[config.mk]
export PLATFORM = sky130hd
export DESIGN_NAME = tic_ctrl
export DESIGN_NICKNAME = d
export VERILOG_FILES = /design/src/rtl/tic_pkg.sv /design/src/rtl/tic_sync.sv /design/src/rtl/tic_tmr_chan.sv /design/src/rtl/tic_ext_chan.sv /design/src/rtl/tic_ctrl.sv
export SDC_FILE = /design/constraint.sdc
export NUM_CORES = 1
export LEC_CHECK = 0
export BUFFER_PORTS_ARGS = -buffer_cell sky130_fd_sc_hd__buf_2
export CORE_MARGIN = 3
export CORE_UTILIZATION = 36
export DETAILED_ROUTE_END_ITERATION = 8
export PLACE_DENSITY = 0.82
export SLEW_MARGIN = 20
export SYNTH_ARGS = -nofsm -noshare
export SYNTH_HDL_FRONTEND = slang
export SYNTH_SLANG_ARGS = --single-unit
[constraint.sdc]
create_clock -name clk -period 0.8 [get_ports clk]
set_input_delay 0.2 -clock clk [delete_from_list [all_inputs] [get_ports clk]]
set_output_delay 0.2 -clock clk [all_outputs]
set_load 0.01 [all_outputs]
[src/rtl/tic_pkg.sv]
package tic_pkg;
  localparam int unsigned N_TMR  = 2;
  localparam int unsigned N_EXT  = 2;
  localparam int unsigned REG_W  = 2 * (N_TMR + N_EXT);
  localparam int unsigned TMR_LO = 2 * N_EXT;

  // field positions inside the control register
  function automatic int unsigned tmr_flag_bit(int unsigned i);
    return TMR_LO + 2 * i + 1;
  endfunction
  function automatic int unsigned tmr_run_bit(int unsigned i);
    return TMR_LO + 2 * i;
  endfunction
  function automatic int unsigned ext_flag_bit(int unsigned i);
    return 2 * i + 1;
  endfunction
  function automatic int unsigned ext_type_bit(int unsigned i);
    return 2 * i;
  endfunction

  typedef enum logic {SENSE_LEVEL = 1'b0, SENSE_FALL = 1'b1} sense_e;
endpackage

[src/rtl/tic_sync.sv]
module tic_sync #(
  parameter int unsigned WIDTH  = 2,
  parameter int unsigned STAGES = 2,
  parameter logic        IDLE   = 1'b1
) (
  input  logic             clk,
  input  logic             rst_n,
  input  logic [WIDTH-1:0] d_async,
  output logic [WIDTH-1:0] q_sync
);
  logic [WIDTH-1:0] stage_q [STAGES];

  for (genvar s = 0; s < STAGES; s++) begin : g_stage
    always_ff @(posedge clk or negedge rst_n) begin
      if (!rst_n) begin
        stage_q[s] <= {WIDTH{IDLE}};
      end else if (s == 0) begin
        stage_q[s] <= d_async;
      end else begin
        stage_q[s] <= stage_q[(s == 0) ? 0 : s - 1];
      end
    end
  end

  assign q_sync = stage_q[STAGES-1];
endmodule

[src/rtl/tic_tmr_chan.sv]
module tic_tmr_chan (
  input  logic clk,
  input  logic rst_n,
  input  logic wr,
  input  logic wr_flag,
  input  logic wr_run,
  input  logic ovf,
  input  logic ack,
  output logic flag,
  output logic run
);
  always_ff @(posedge clk or negedge rst_n) begin
    if (!rst_n) begin
      flag <= 1'b0;
      run  <= 1'b0;
    end else if (wr) begin
      flag <= wr_flag;
      run  <= wr_run;
    end else begin
      if (ovf) begin
        flag <= 1'b1;
      end else if (ack) begin
        flag <= 1'b0;
      end
    end
  end

  // an overflow outside a write leaves the flag set
  p_ovf_sets_r2: assert property (@(posedge clk) disable iff (!rst_n)
    (ovf && !wr) |=> flag);
  // an acknowledge alone clears the flag
  p_ack_clears_r3: assert property (@(posedge clk) disable iff (!rst_n)
    (ack && !ovf && !wr) |=> !flag);
  // run bit is touched only by writes
  p_run_stable_r4: assert property (@(posedge clk) disable iff (!rst_n)
    !wr |=> $stable(run));
endmodule

[src/rtl/tic_ext_chan.sv]
module tic_ext_chan
  import tic_pkg::*;
(
  input  logic clk,
  input  logic rst_n,
  input  logic pin_s,
  input  logic wr,
  input  logic wr_flag,
  input  logic wr_type,
  input  logic ack,
  output logic flag,
  output logic sense
);
  logic   prev_q;
  logic   fall;
  sense_e mode;

  assign mode = sense_e'(sense);
  assign fall = prev_q & ~pin_s;

  always_ff @(posedge clk or negedge rst_n) begin
    if (!rst_n) begin
      prev_q <= 1'b1;
    end else begin
      prev_q <= pin_s;
    end
  end

  always_ff @(posedge clk or negedge rst_n) begin
    if (!rst_n) begin
      flag  <= 1'b0;
      sense <= 1'b0;
    end else if (wr) begin
      flag  <= wr_flag;
      sense <= wr_type;
    end else if (mode == SENSE_LEVEL) begin
      flag <= ~pin_s;
    end else if (fall) begin
      flag <= 1'b1;
    end else if (ack) begin
      flag <= 1'b0;
    end
  end

  // a detected fall in edge mode sets the flag
  p_fall_sets_r8: assert property (@(posedge clk) disable iff (!rst_n)
    (sense && fall && !wr) |=> flag);
  // acknowledge clears an edge-mode flag
  p_ack_clears_r9: assert property (@(posedge clk) disable iff (!rst_n)
    (sense && ack && !fall && !wr) |=> !flag);
  // acknowledge ignored while the level input is low
  p_level_hold_r10: assert property (@(posedge clk) disable iff (!rst_n)
    (!sense && ack && !pin_s && !wr) |=> flag);
endmodule

[src/rtl/tic_ctrl.sv]
module tic_ctrl
  import tic_pkg::*;
(
  input  logic             clk,
  input  logic             rst_n,
  input  logic             reg_wr,
  input  logic [REG_W-1:0] reg_wdata,
  output logic [REG_W-1:0] reg_rdata,
  input  logic [N_TMR-1:0] tmr_ovf,
  output logic [N_TMR-1:0] tmr_run,
  input  logic [N_EXT-1:0] ext_n,
  input  logic [N_TMR-1:0] ack_tmr,
  input  logic [N_EXT-1:0] ack_ext,
  input  logic [N_TMR-1:0] en_tmr,
  input  logic [N_EXT-1:0] en_ext,
  input  logic             glb_en,
  output logic [N_TMR-1:0] irq_tmr,
  output logic [N_EXT-1:0] irq_ext
);
  localparam int unsigned SYNC_DEPTH = 2;

  logic [N_EXT-1:0] ext_s;
  logic [N_TMR-1:0] t_flag;
  logic [N_EXT-1:0] e_flag;
  logic [N_EXT-1:0] e_type;

  tic_sync #(.WIDTH(N_EXT), .STAGES(SYNC_DEPTH), .IDLE(1'b1)) u_sync (
    .clk     (clk),
    .rst_n   (rst_n),
    .d_async (ext_n),
    .q_sync  (ext_s)
  );

  for (genvar i = 0; i < N_TMR; i++) begin : g_tmr
    tic_tmr_chan u_chan (
      .clk     (clk),
      .rst_n   (rst_n),
      .wr      (reg_wr),
      .wr_flag (reg_wdata[tmr_flag_bit(i)]),
      .wr_run  (reg_wdata[tmr_run_bit(i)]),
      .ovf     (tmr_ovf[i]),
      .ack     (ack_tmr[i]),
      .flag    (t_flag[i]),
      .run     (tmr_run[i])
    );
    assign reg_rdata[tmr_flag_bit(i)] = t_flag[i];
    assign reg_rdata[tmr_run_bit(i)]  = tmr_run[i];
    assign irq_tmr[i] = t_flag[i] & en_tmr[i] & glb_en;
  end

  for (genvar i = 0; i < N_EXT; i++) begin : g_ext
    tic_ext_chan u_chan (
      .clk     (clk),
      .rst_n   (rst_n),
      .pin_s   (ext_s[i]),
      .wr      (reg_wr),
      .wr_flag (reg_wdata[ext_flag_bit(i)]),
      .wr_type (reg_wdata[ext_type_bit(i)]),
      .ack     (ack_ext[i]),
      .flag    (e_flag[i]),
      .sense   (e_type[i])
    );
    assign reg_rdata[ext_flag_bit(i)] = e_flag[i];
    assign reg_rdata[ext_type_bit(i)] = e_type[i];
    assign irq_ext[i] = e_flag[i] & en_ext[i] & glb_en;
  end

  // a write lands in the register on the next edge
  p_write_loads_r5: assert property (@(posedge clk) disable iff (!rst_n)
    reg_wr |=> (reg_rdata == $past(reg_wdata)));
  // a timer request never rises without the global enable
  p_tmr_gate_r7: assert property (@(posedge clk) disable iff (!rst_n)
    (irq_tmr != '0) |-> glb_en);
  // an external request never rises without the global enable
  p_ext_gate_r11: assert property (@(posedge clk) disable iff (!rst_n)
    (irq_ext != '0) |-> glb_en);
  // run outputs match the register view
  p_run_out_r4: assert property (@(posedge clk) disable iff (!rst_n)
    $countones(tmr_run) == $countones({reg_rdata[6], reg_rdata[4]}));
endmodule

Word-level counts from Yosys, hierarchy flattened --
Cells that the tools add are included.
Operators by class: mux-type cells 14, bitwise operators 12, equality and inequality tests 2, reduce and logical (&&, ||, !) cells 2
Operators with widths (number):
- 2-to-1 mux 1 bit | 14
- AND 1 bit | 10
- inequality test 4 bit (second input constant) | 2
- nonzero test 3 bit | 2
- inverter 1 bit | 2
Storage, ports and cells: output and inout bits 14, register bits 14, bits of input ports 24, word-level logic and storage cells 42

Longest topological paths before layout --
Gate-level depths: netlist of the first run.
depth in word-level cells 5, mapped depth 3, mapped depth without buffers 3

Hierarchy --
A second synthesis of the first run with hierarchy kept.
Second synthesis, totals: cells, all modules 42, area, all modules 560.5 µm²
Modules (own cells, without submodules):
- tic_ext_chan | cells an instance 8, instances 2, area an instance 113.9 µm², seq. area each 76.3 µm²
- tic_tmr_chan | cells an instance 7, instances 2, area an instance 86.3 µm², seq. area each 50.0 µm²
- tic_sync | cells an instance 6, instances 1, area an instance 120.1 µm², seq. area each 105.1 µm²
- tic_ctrl | cells an instance 6, instances 1, area an instance 40.0 µm², seq. area each 0.0 µm²

Worst setup path before layout of the first run --
Ideal clock, no wire load.
path kind register -> register, start point register g_ext[1].u_chan.sense, end point register g_ext[1].u_chan.flag, setup slack -0.003 ns, data required time 0.705 ns, arrival time 0.707 ns, stages on the path, launching flop included 4, clock period less this slack 0.803 ns, buffers on the path 0, setup time 0.095 ns, path through dfrtp_1 nor4bb_1 a21oi_1 o31ai_1
On the way: word-level cells in the longest chain between the ends 2, elaborated cells between the ends (all ways) 3, those cells by class eq/ne (1); mux (2)
RTL lines:
- start, declared | line tic_ext_chan.sv:12 | output logic sense
- start signal, assigned | line tic_ext_chan.sv:35 | sense <= wr_type;
- 2-to-1 mux 1 bit | line tic_ext_chan.sv:36 | end else if (mode == SENSE_LEVEL) begin
- 2-to-1 mux 1 bit | line tic_ext_chan.sv:33 | end else if (wr) begin
- end signal, assigned | line tic_ext_chan.sv:34 | flag <= wr_flag;
- end signal, assigned | line tic_ext_chan.sv:37 | flag <= ~pin_s;
- end, declared | line tic_ext_chan.sv:11 | output logic flag,
Parallel ways exist; a longest one is shown, timed or not. A chain may end at the register's enable or synchronous reset.

Worst setup path in the final report of the first run --
start point register g_tmr[0].u_chan.flag, end point output port irq_tmr[0]
On the way: word-level cells in the longest chain between the ends 2
RTL lines:
- start, declared | line tic_tmr_chan.sv:9 | output logic flag,
- start signal, assigned | line tic_tmr_chan.sv:17 | flag <= wr_flag;
- AND 1 bit (2 in series) | line tic_ctrl.sv:48 | assign irq_tmr[i] = t_flag[i] & en_tmr[i] & glb_en;
- end, declared | line tic_ctrl.sv:17 | output logic [N_TMR-1:0] irq_tmr,
Every way passes these cells.

==> results of run 1 <==
[synth_stat cells, drive strengths merged]
library cell / instances
a21oi: 4
and3: 4
buf: 11
dfrtp: 8
dfstp: 6
inv: 2
mux2: 4
nand2: 2
nor2b: 2
nor4bb: 2
o21ai: 2
o31ai: 2
[power by group]
part	total (mW)	leakage (nW)	switching [mW]	internal, mW
Clock	0.498	0.0210	0.222	0.276
Combinational	0.377	0.320	0.144	0.233
Sequential	0.805	0.157	0.0307	0.774
[sequential cells by signal (all words and copies together), names as in the netlist]
name                 count
g_ext.u_chan.prev_q      2
g_ext.u_chan.flag        2
g_tmr.u_chan.run         2
g_ext.u_chan.sense       2
u_sync.q_sync            2
u_sync.stage_q           2
g_tmr.u_chan.flag        2
[kinds of logic (layout without fill, tap and decap cells)]
logic type             count (synthesis)  in the layout  share of synthesized area
AO/OA/AOI/OAI                          8              8                     0.0733
buffers and inverters                 13             54                      0.153
flip-flops                            14             14                      0.582
multiplexers                           4              4                     0.0855
AND/OR/NAND/NOR                       10             10                      0.106
[final timing paths]
check                                          to                 start  cells after the start
setup / recovery                       irq_tmr[0]  g_tmr[0].u_chan.flag                      2
hold / removal               g_tmr[0].u_chan.flag          reg_wdata[5]                      3
setup reg to reg             g_ext[0].u_chan.flag  g_ext[0].u_chan.flag                      4
hold reg to reg                  u_sync.q_sync[0]     u_sync.stage_q[2]                      0
max in group asynchronous  g_ext[1].u_chan.prev_q                 rst_n                      2
min in group asynchronous     g_tmr[0].u_chan.run                 rst_n                      2
[stage by stage]
step,std cells,utilization,cell area [sq um]
after floorplan,49,-,614
final,106,0.601,937
after detailed placement,94,0.485,756
after global placement,94,0.485,756
after global routing,106,0.601,937
after CTS,104,0.562,876
[cell type report]
type / instances / area (sq um)
sequential: 14 / 358
timing repair buffer: 48 / 312
multi-input combinational: 22 / 204
inverter: 2 / 7.51
fill: 126 / 622
tap: 16 / 20.0
clock buffer: 4 / 36.3
[worst min-delay path, stage by stage]
cell     delay (ps)
buf_2            70
nand2_1          40
o21ai_1          60
[layer usage]
layer / share of wire / vias up / track usage
li1: - / 239 / -
met5: 0 / - / 0
met4: 0 / 0 / 0.0331
met2: 0.50 / 27 / 0.206
met1: 0.40 / 229 / 0.125
met3: 0.10 / 0 / 0.0613
[timing repair]
item | CTS | global route
hold buffers | 1 | 2
setup buffers | 5 | 0
hold endpoints to repair | 8 | 2
pin swaps | 4 | 5
endpoints found under the setup margin | 18 | 21
gates resized for setup | 9 | 7
==> reports/metrics.yaml, run 1 <==
setup_tns_ps: -4470
finalSetupViolations: 20
peakVddDrop_mv: 1.22
p_leak_nw: 0.499
yosysUniqueCellTypes: 14
antenna_left: 0
drv_cap: 0
drtPass1Iterations: 1
io_pins: 38
gp_congestion: 0.630
drt-total-wl_mm: 1.29
rsz0062_at_grt: "true"
path_class: "reg -> out"
clk_latency_ps: 270
syn_nets: 73
slew-limit-headroom: 0.798
worst_hold_path_type: "in -> reg"
areaGrowthSynthToFinish_pct: 52.5
dp_hpwl_um: 942
vias_per_cell: 4.67
clk_pin_slew_ps: 80
required_ps: 600
ys_seq_elements: 14
p_per_area_nw_per_um2: 1790
post-place-ws_ps: -135
design.core.area_sq_um: 1560
end_kind: "output pin"
rrSetupSlack_ps: -200
slowest_stage: "dfrtp_1"
critPathMaxStageDelay_ps: 380
setup_slack_ps: -335
tightest_slew_ps: 303
die_area_sq_um: 2240
vias: 495
syn_area_per_cell_sq_um: 12.5
rows: 14
finalHoldViolCount: 0
slew_violations: 0
yosys.area.top_type: "dfrtp_1"
port_buffers: 37
outcome: "finished with violations"
crit_path_max_fanout: 2
cp_data_arrival_time_ps: 930
crit_buf_inv: 1
htreeDepth: 1
whs_ps: 146
synth_top_area_frac: 0.326
avgRoutedWirePerCell_um: 12.1
final.period_utilization: 1.42
grt_pass1_vias: 428
layout_min_cycle_time_ps: 1130
cts_sinks: 14
ys_seq_area_frac: 0.582
start_kind: "flip-flop"
antenna_found_initial: 0
synth_area_sq_um: 614
cts_tree: "done"
start_util: 0.394
violations: "setup timing"
cts_root_buffer: "clkbuf_4"
path_cells: "and3_1 > buf_2"
grt_pass1_wl_mm: 1.81
layout.nets: 115
fp.dieH_um: 47.3
synthCells: 49
most-common-layout-cells: "33 x buf_2, 8 x dfrtp_1, 7 x buf_6, 6 x dfstp_2, 5 x buf_4"
overflow: 0
grt_usage: 0.119
die_width_um: 47.3
numCtsBuffers: 3
crit_family: "flip-flops"
synth_area_leaders: "dfrtp_1 33%, dfstp_2 26%, buf_4 12%"
drcViolationCount: 0
fmax_mhz: 881
skew_ps: 6.00
drt_iter0_drc: 0
grt_max_degree: 15
drive_gt1_frac: 0.700
final_common_cell: "buf_2"
yosysWarnings: 0
diodes: 0
p_total_mw: 1.68
cts.path.max_buffers: 2
Note: power is estimated with default switching activity, not from simulation.
==> run 2, diff against run 1 <==
--- a/config.mk
+++ b/config.mk
@@ -5,7 +5,7 @@
 export SDC_FILE = /design/constraint.sdc
 export NUM_CORES = 1
 export LEC_CHECK = 0
-export BUFFER_PORTS_ARGS = -buffer_cell sky130_fd_sc_hd__buf_2
+export BUFFER_PORTS_ARGS = -buffer_cell sky130_fd_sc_hd__buf_4
 export CORE_MARGIN = 3
 export CORE_UTILIZATION = 36
 export DETAILED_ROUTE_END_ITERATION = 8
==> reports/metrics.yaml, run 2 (same netlist as run 1, synthesis figures left out) <==
outcome: "finished with violations"
violations: "setup timing"
io_pins: 38
use_met2: 0.219
worst_hold_path_type: "in -> reg"
drive_gt1_frac: 0.733
rsz0062_at_grt: "true"
numCtsBuffers: 3
layout.nets: 115
dp.cells: 94
crit_path_max_fanout: 3
port_buffers: 37
diodes: 0
start_util: 0.394
p_leak_nw: 0.509
final.period_utilization: 1.42
fp.dieH_um: 47.3
grt_usage: 0.114
grt_util_met3: 0.0536
avgRoutedWirePerCell_um: 12.4
finalSetupViolations: 22
layout_min_cycle_time_ps: 1140
p_total_mw: 1.68
slew-limit-headroom: 0.850
die_width_um: 47.3
start_kind: "flip-flop"
grt_pass1_wl_mm: 1.79
antenna_found_initial: 0
cts_tree: "done"
grt_pass1_vias: 472
cts_sinks: 14
gp_congestion: 0.654
path_class: "reg -> out"
drv_cap: 0
post-place-ws_ps: -93.3
skew_ps: 7.05
end_kind: "output pin"
slowest_stage: "dfrtp_1"
drt_iter0_drc: 3
most-common-layout-cells: "25 x buf_4, 22 x buf_6, 8 x dfrtp_1, 6 x dfstp_2, 4 x and3_4"
cts.path.max_buffers: 2
die_area_sq_um: 2240
vias: 494
areaGrowthSynthToFinish_pct: 70.5
design.core.area_sq_um: 1560
overflow: 0
slew_violations: 0
p_per_area_nw_per_um2: 1600
path_cells: "and3_4 > buf_6"
peakVddDrop_mv: 1.42
clk_pin_slew_ps: 80
drcViolationCount: 0
tightest_slew_ps: 222
finalHoldViolCount: 0
drt-total-wl_mm: 1.31
fmax_mhz: 879
cts_root_buffer: "clkbuf_4"
antenna_left: 0
vias_per_cell: 4.66
top_usage_layer: "met2"
critPathMaxStageDelay_ps: 400
cp_data_arrival_time_ps: 940
setup_slack_ps: -338
rrSetupSlack_ps: -240
final_common_cell: "buf_4"
fin_util: 0.672
met1_usage: 0.112
rows: 14
drtPass1Iterations: 4
required_ps: 600
clk_latency_ps: 270
grt_max_degree: 15
final_cells: 106
htreeDepth: 1
[run 2: worst max-delay path, delay by kind of cell, from the launching register on]
| kind | cells | cell delay, ps |
|---|---|---|
| flops | 1 | 400 |
| simple gates | 1 | 150 |
| buf+inv | 1 | 110 |
[run 2: worst paths after layout]
kind,startpoint,end,depth (start not counted)
setup / recovery,g_ext[1].u_chan.flag,irq_ext[1],2
hold / removal,ext_n[0],u_sync.stage_q[2],1
setup reg to reg,g_ext[0].u_chan.flag,g_ext[0].u_chan.flag,5
hold reg to reg,u_sync.stage_q[2],u_sync.q_sync[0],0
max in group asynchronous,rst_n,u_sync.q_sync[1],2
min in group asynchronous,rst_n,g_tmr[1].u_chan.run,2
[run 2: area by class of cell]
cell class | instances | area, sq um
clock buffers | 4 | 26.3
fillers | 118 | 512
inverters | 2 | 7.51
multi-input cells | 22 | 190
flip-flops and latches | 14 | 358
well taps | 16 | 20.0
repair buffers | 48 | 445
[run 2: stage by stage]
| step | TNS [ps] | area, sq um | hold slack (ps) |
|---|---|---|---|
| finish | -4790 | 1050 | 36.2 |
| global route | -5580 | 1050 | 13.0 |
| CTS | -4570 | 993 | 29.1 |
| detailed placement | -666 | 848 | 52.9 |
| global placement | -498 | 848 | 52.4 |
| floorplan | 0 | 614 | -95.6 |
[run 2: power by group]
group          leakage (nW)  switching [mW]  internal (mW)  total, mW
Combinational         0.337           0.143          0.315      0.458
Clock                0.0150           0.208          0.193      0.401
Sequential            0.157          0.0430          0.774      0.817
[run 2: timing repair]
action,CTS,global route
pin swaps,7,2
endpoints found under the setup margin,19,22
buffers inserted,4,3
hold buffers,1,0
hold endpoints to repair,14,0
gates resized for setup,23,7
gates cloned,0,0
[run 2: per-layer routing]
layer | vias up | share of wire
met4 | 0 | 0
met3 | 0 | 0.10
met2 | 24 | 0.53
met5 | - | 0
met1 | 232 | 0.36
li1 | 238 | -
==> run 3, diff against run 2 <==
--- a/config.mk
+++ b/config.mk
@@ -7,9 +7,10 @@
 export LEC_CHECK = 0
 export BUFFER_PORTS_ARGS = -buffer_cell sky130_fd_sc_hd__buf_4
 export CORE_MARGIN = 3
-export CORE_UTILIZATION = 36
+export CORE_UTILIZATION = 39
+export CTS_BUF_LIST = sky130_fd_sc_hd__clkbuf_8
 export DETAILED_ROUTE_END_ITERATION = 8
-export PLACE_DENSITY = 0.82
+export PLACE_DENSITY = 0.87
 export SLEW_MARGIN = 20
 export SYNTH_ARGS = -nofsm -noshare
 export SYNTH_HDL_FRONTEND = slang
==> reports/metrics.yaml, run 3 (same netlist as run 1, synthesis figures left out) <==
vias_per_cell: 4.92
antenna_found_initial: 0
grt_pass1_wl_mm: 2.24
drv_cap: 0
r2r_end: "g_ext[1].u_chan.flag"
peakVddDrop_mv: 1.39
slew_violations: 0
die_width_um: 45.7
crit_top_cell: "buf_4"
drt_iter0_drc: 3
io_pins: 38
rrSetupSlack_ps: -270
hold_end: "u_sync.stage_q[3]"
cts.path.max_buffers: 2
skew_ps: 2.24
rsz0062_at_grt: "true"
seqPwrFrac: 0.425
grt_usage: 0.150
fp.dieH_um: 45.7
tightest_slew_ps: 247
power.internal_mw: 1.51
switching_share: 0.218
setup_slack_ps: -295
drive_gt1_frac: 0.736
finalSetupViolations: 22
cp_data_arrival_time_ps: 900
layout.nets: 112
final_common_cell: "buf_4"
dp_hpwl_mm: 1.04
final.period_utilization: 1.37
drcViolationCount: 0
design.core.area_sq_um: 1380
outcome: "finished with violations"
avgRoutedWirePerCell_um: 14.6
numCtsBuffers: 3
clk_latency_ps: 240
most-common-layout-cells: "26 x buf_4, 18 x buf_6, 8 x dfrtp_1, 6 x dfstp_2, 4 x clkbuf_8"
start_util: 0.444
cts_tree: "done"
path_cells: "buf_4 > buf_4"
worst_hold_path_type: "in -> reg"
drt-total-wl_mm: 1.49
rr_worst_depth: 4
diodes: 0
fin_area_sq_um: 1050
path_class: "reg -> out"
port_buffers: 37
start_kind: "flip-flop"
cts_root_buffer: "clkbuf_8"
whs_ps: 66.2
hold_depth: 1
die_area_sq_um: 2090
layout_min_cycle_time_ps: 1100
setup_tns_ps: -4060
gp_congestion: 0.645
rows: 13
areaGrowthSynthToFinish_pct: 71.1
htreeDepth: 1
overflow: 0
violations: "setup timing"
crit_path_max_fanout: 2
vias: 502
clk_pin_slew_ps: 60
p_leak_nw: 0.518
place_area_sq_um: 847
antenna_left: 0
fmax_mhz: 913
end_kind: "output pin"
num-fill-cells: 90
p_per_area_nw_per_um2: 1830
critPathMaxStageDelay_ps: 390
slowest_stage: "dfrtp_1"
p_clk_frac: 0.343
dp.cells: 93
post-place-ws_ps: -101
grt_pass1_vias: 519
finalHoldViolCount: 0
r2r-start: "g_ext[1].u_chan.flag"
p_switching_mw: 0.419
slew-limit-headroom: 0.833
grt_max_degree: 15
final_cells: 102
required_ps: 600
cts_sinks: 14
drtPass1Iterations: 3
pwr-share-comb: 0.232
hold_start: "ext_n[1]"
-- run 3: metrics by stage --
step           total power, mW   util
6_report                  1.93  0.760
4_1_cts                   1.89  0.720
3_3_place_gp              1.13  0.613
2_1_floorplan            0.991      -
3_5_place_dp              1.15  0.613
5_1_grt                   2.02  0.760
-- run 3: worst max-delay path by stage --
stage,from,endpoint,slack [ps],cells past startpoint
finish,g_ext[1].u_chan.flag,reg_rdata[3],-300,2
global route,g_ext[0].u_chan.flag,irq_ext[0],-330,2
CTS,g_ext[1].u_chan.flag,reg_rdata[3],-300,2
detailed placement,g_ext[1].u_chan.flag,irq_ext[1],-100,2
global placement,g_ext[0].u_chan.flag,irq_ext[0],-80,2
floorplan,g_ext[0].u_chan.flag,g_ext[0].u_chan.flag,10,3
-- run 3: worst max-delay path: cells and delay by family, from the launching register on --
family	cells	cell delay (ps)
buffers and inverters	2	270
flip-flops	1	390
-- run 3: area by class of cell --
class                           count  area [sq um]  share of cell area
Clock buffer                        4          55.1              0.0524
Sequential cell                    14           358               0.340
Multi-Input combinational cell     22           204               0.194
Inverter                            2          7.51             0.00714
Tap cell                           15          18.8              0.0179
Timing Repair Buffer               45           408               0.388
-- run 3: repair_timing --
item / CTS / global route
endpoints found under the setup margin: 18 / 22
endpoints found under the hold margin: 8 / 0
pin swaps: 6 / 3
setup buffers: 3 / 1
hold buffers: 1 / 0
gates resized for setup: 18 / 10
-- run 3: power groups by stage --
stage          clock (mW)  combinational, mW  sequential [mW]
5_1_grt             0.712              0.478            0.826
2_1_floorplan           0              0.179            0.812
3_3_place_gp            0              0.316            0.818
6_report            0.661              0.447            0.818
3_5_place_dp            0              0.325            0.822
4_1_cts             0.676              0.401            0.815
-- run 3: layer usage --
metal | GRT usage | vias to the layer above | share of wire
met5 | 0 | - | 0
met4 | 0.0170 | 0 | 0
met3 | 0.0553 | 0 | 0.11
met2 | 0.284 | 29 | 0.54
met1 | 0.161 | 239 | 0.34
li1 | - | 234 | -
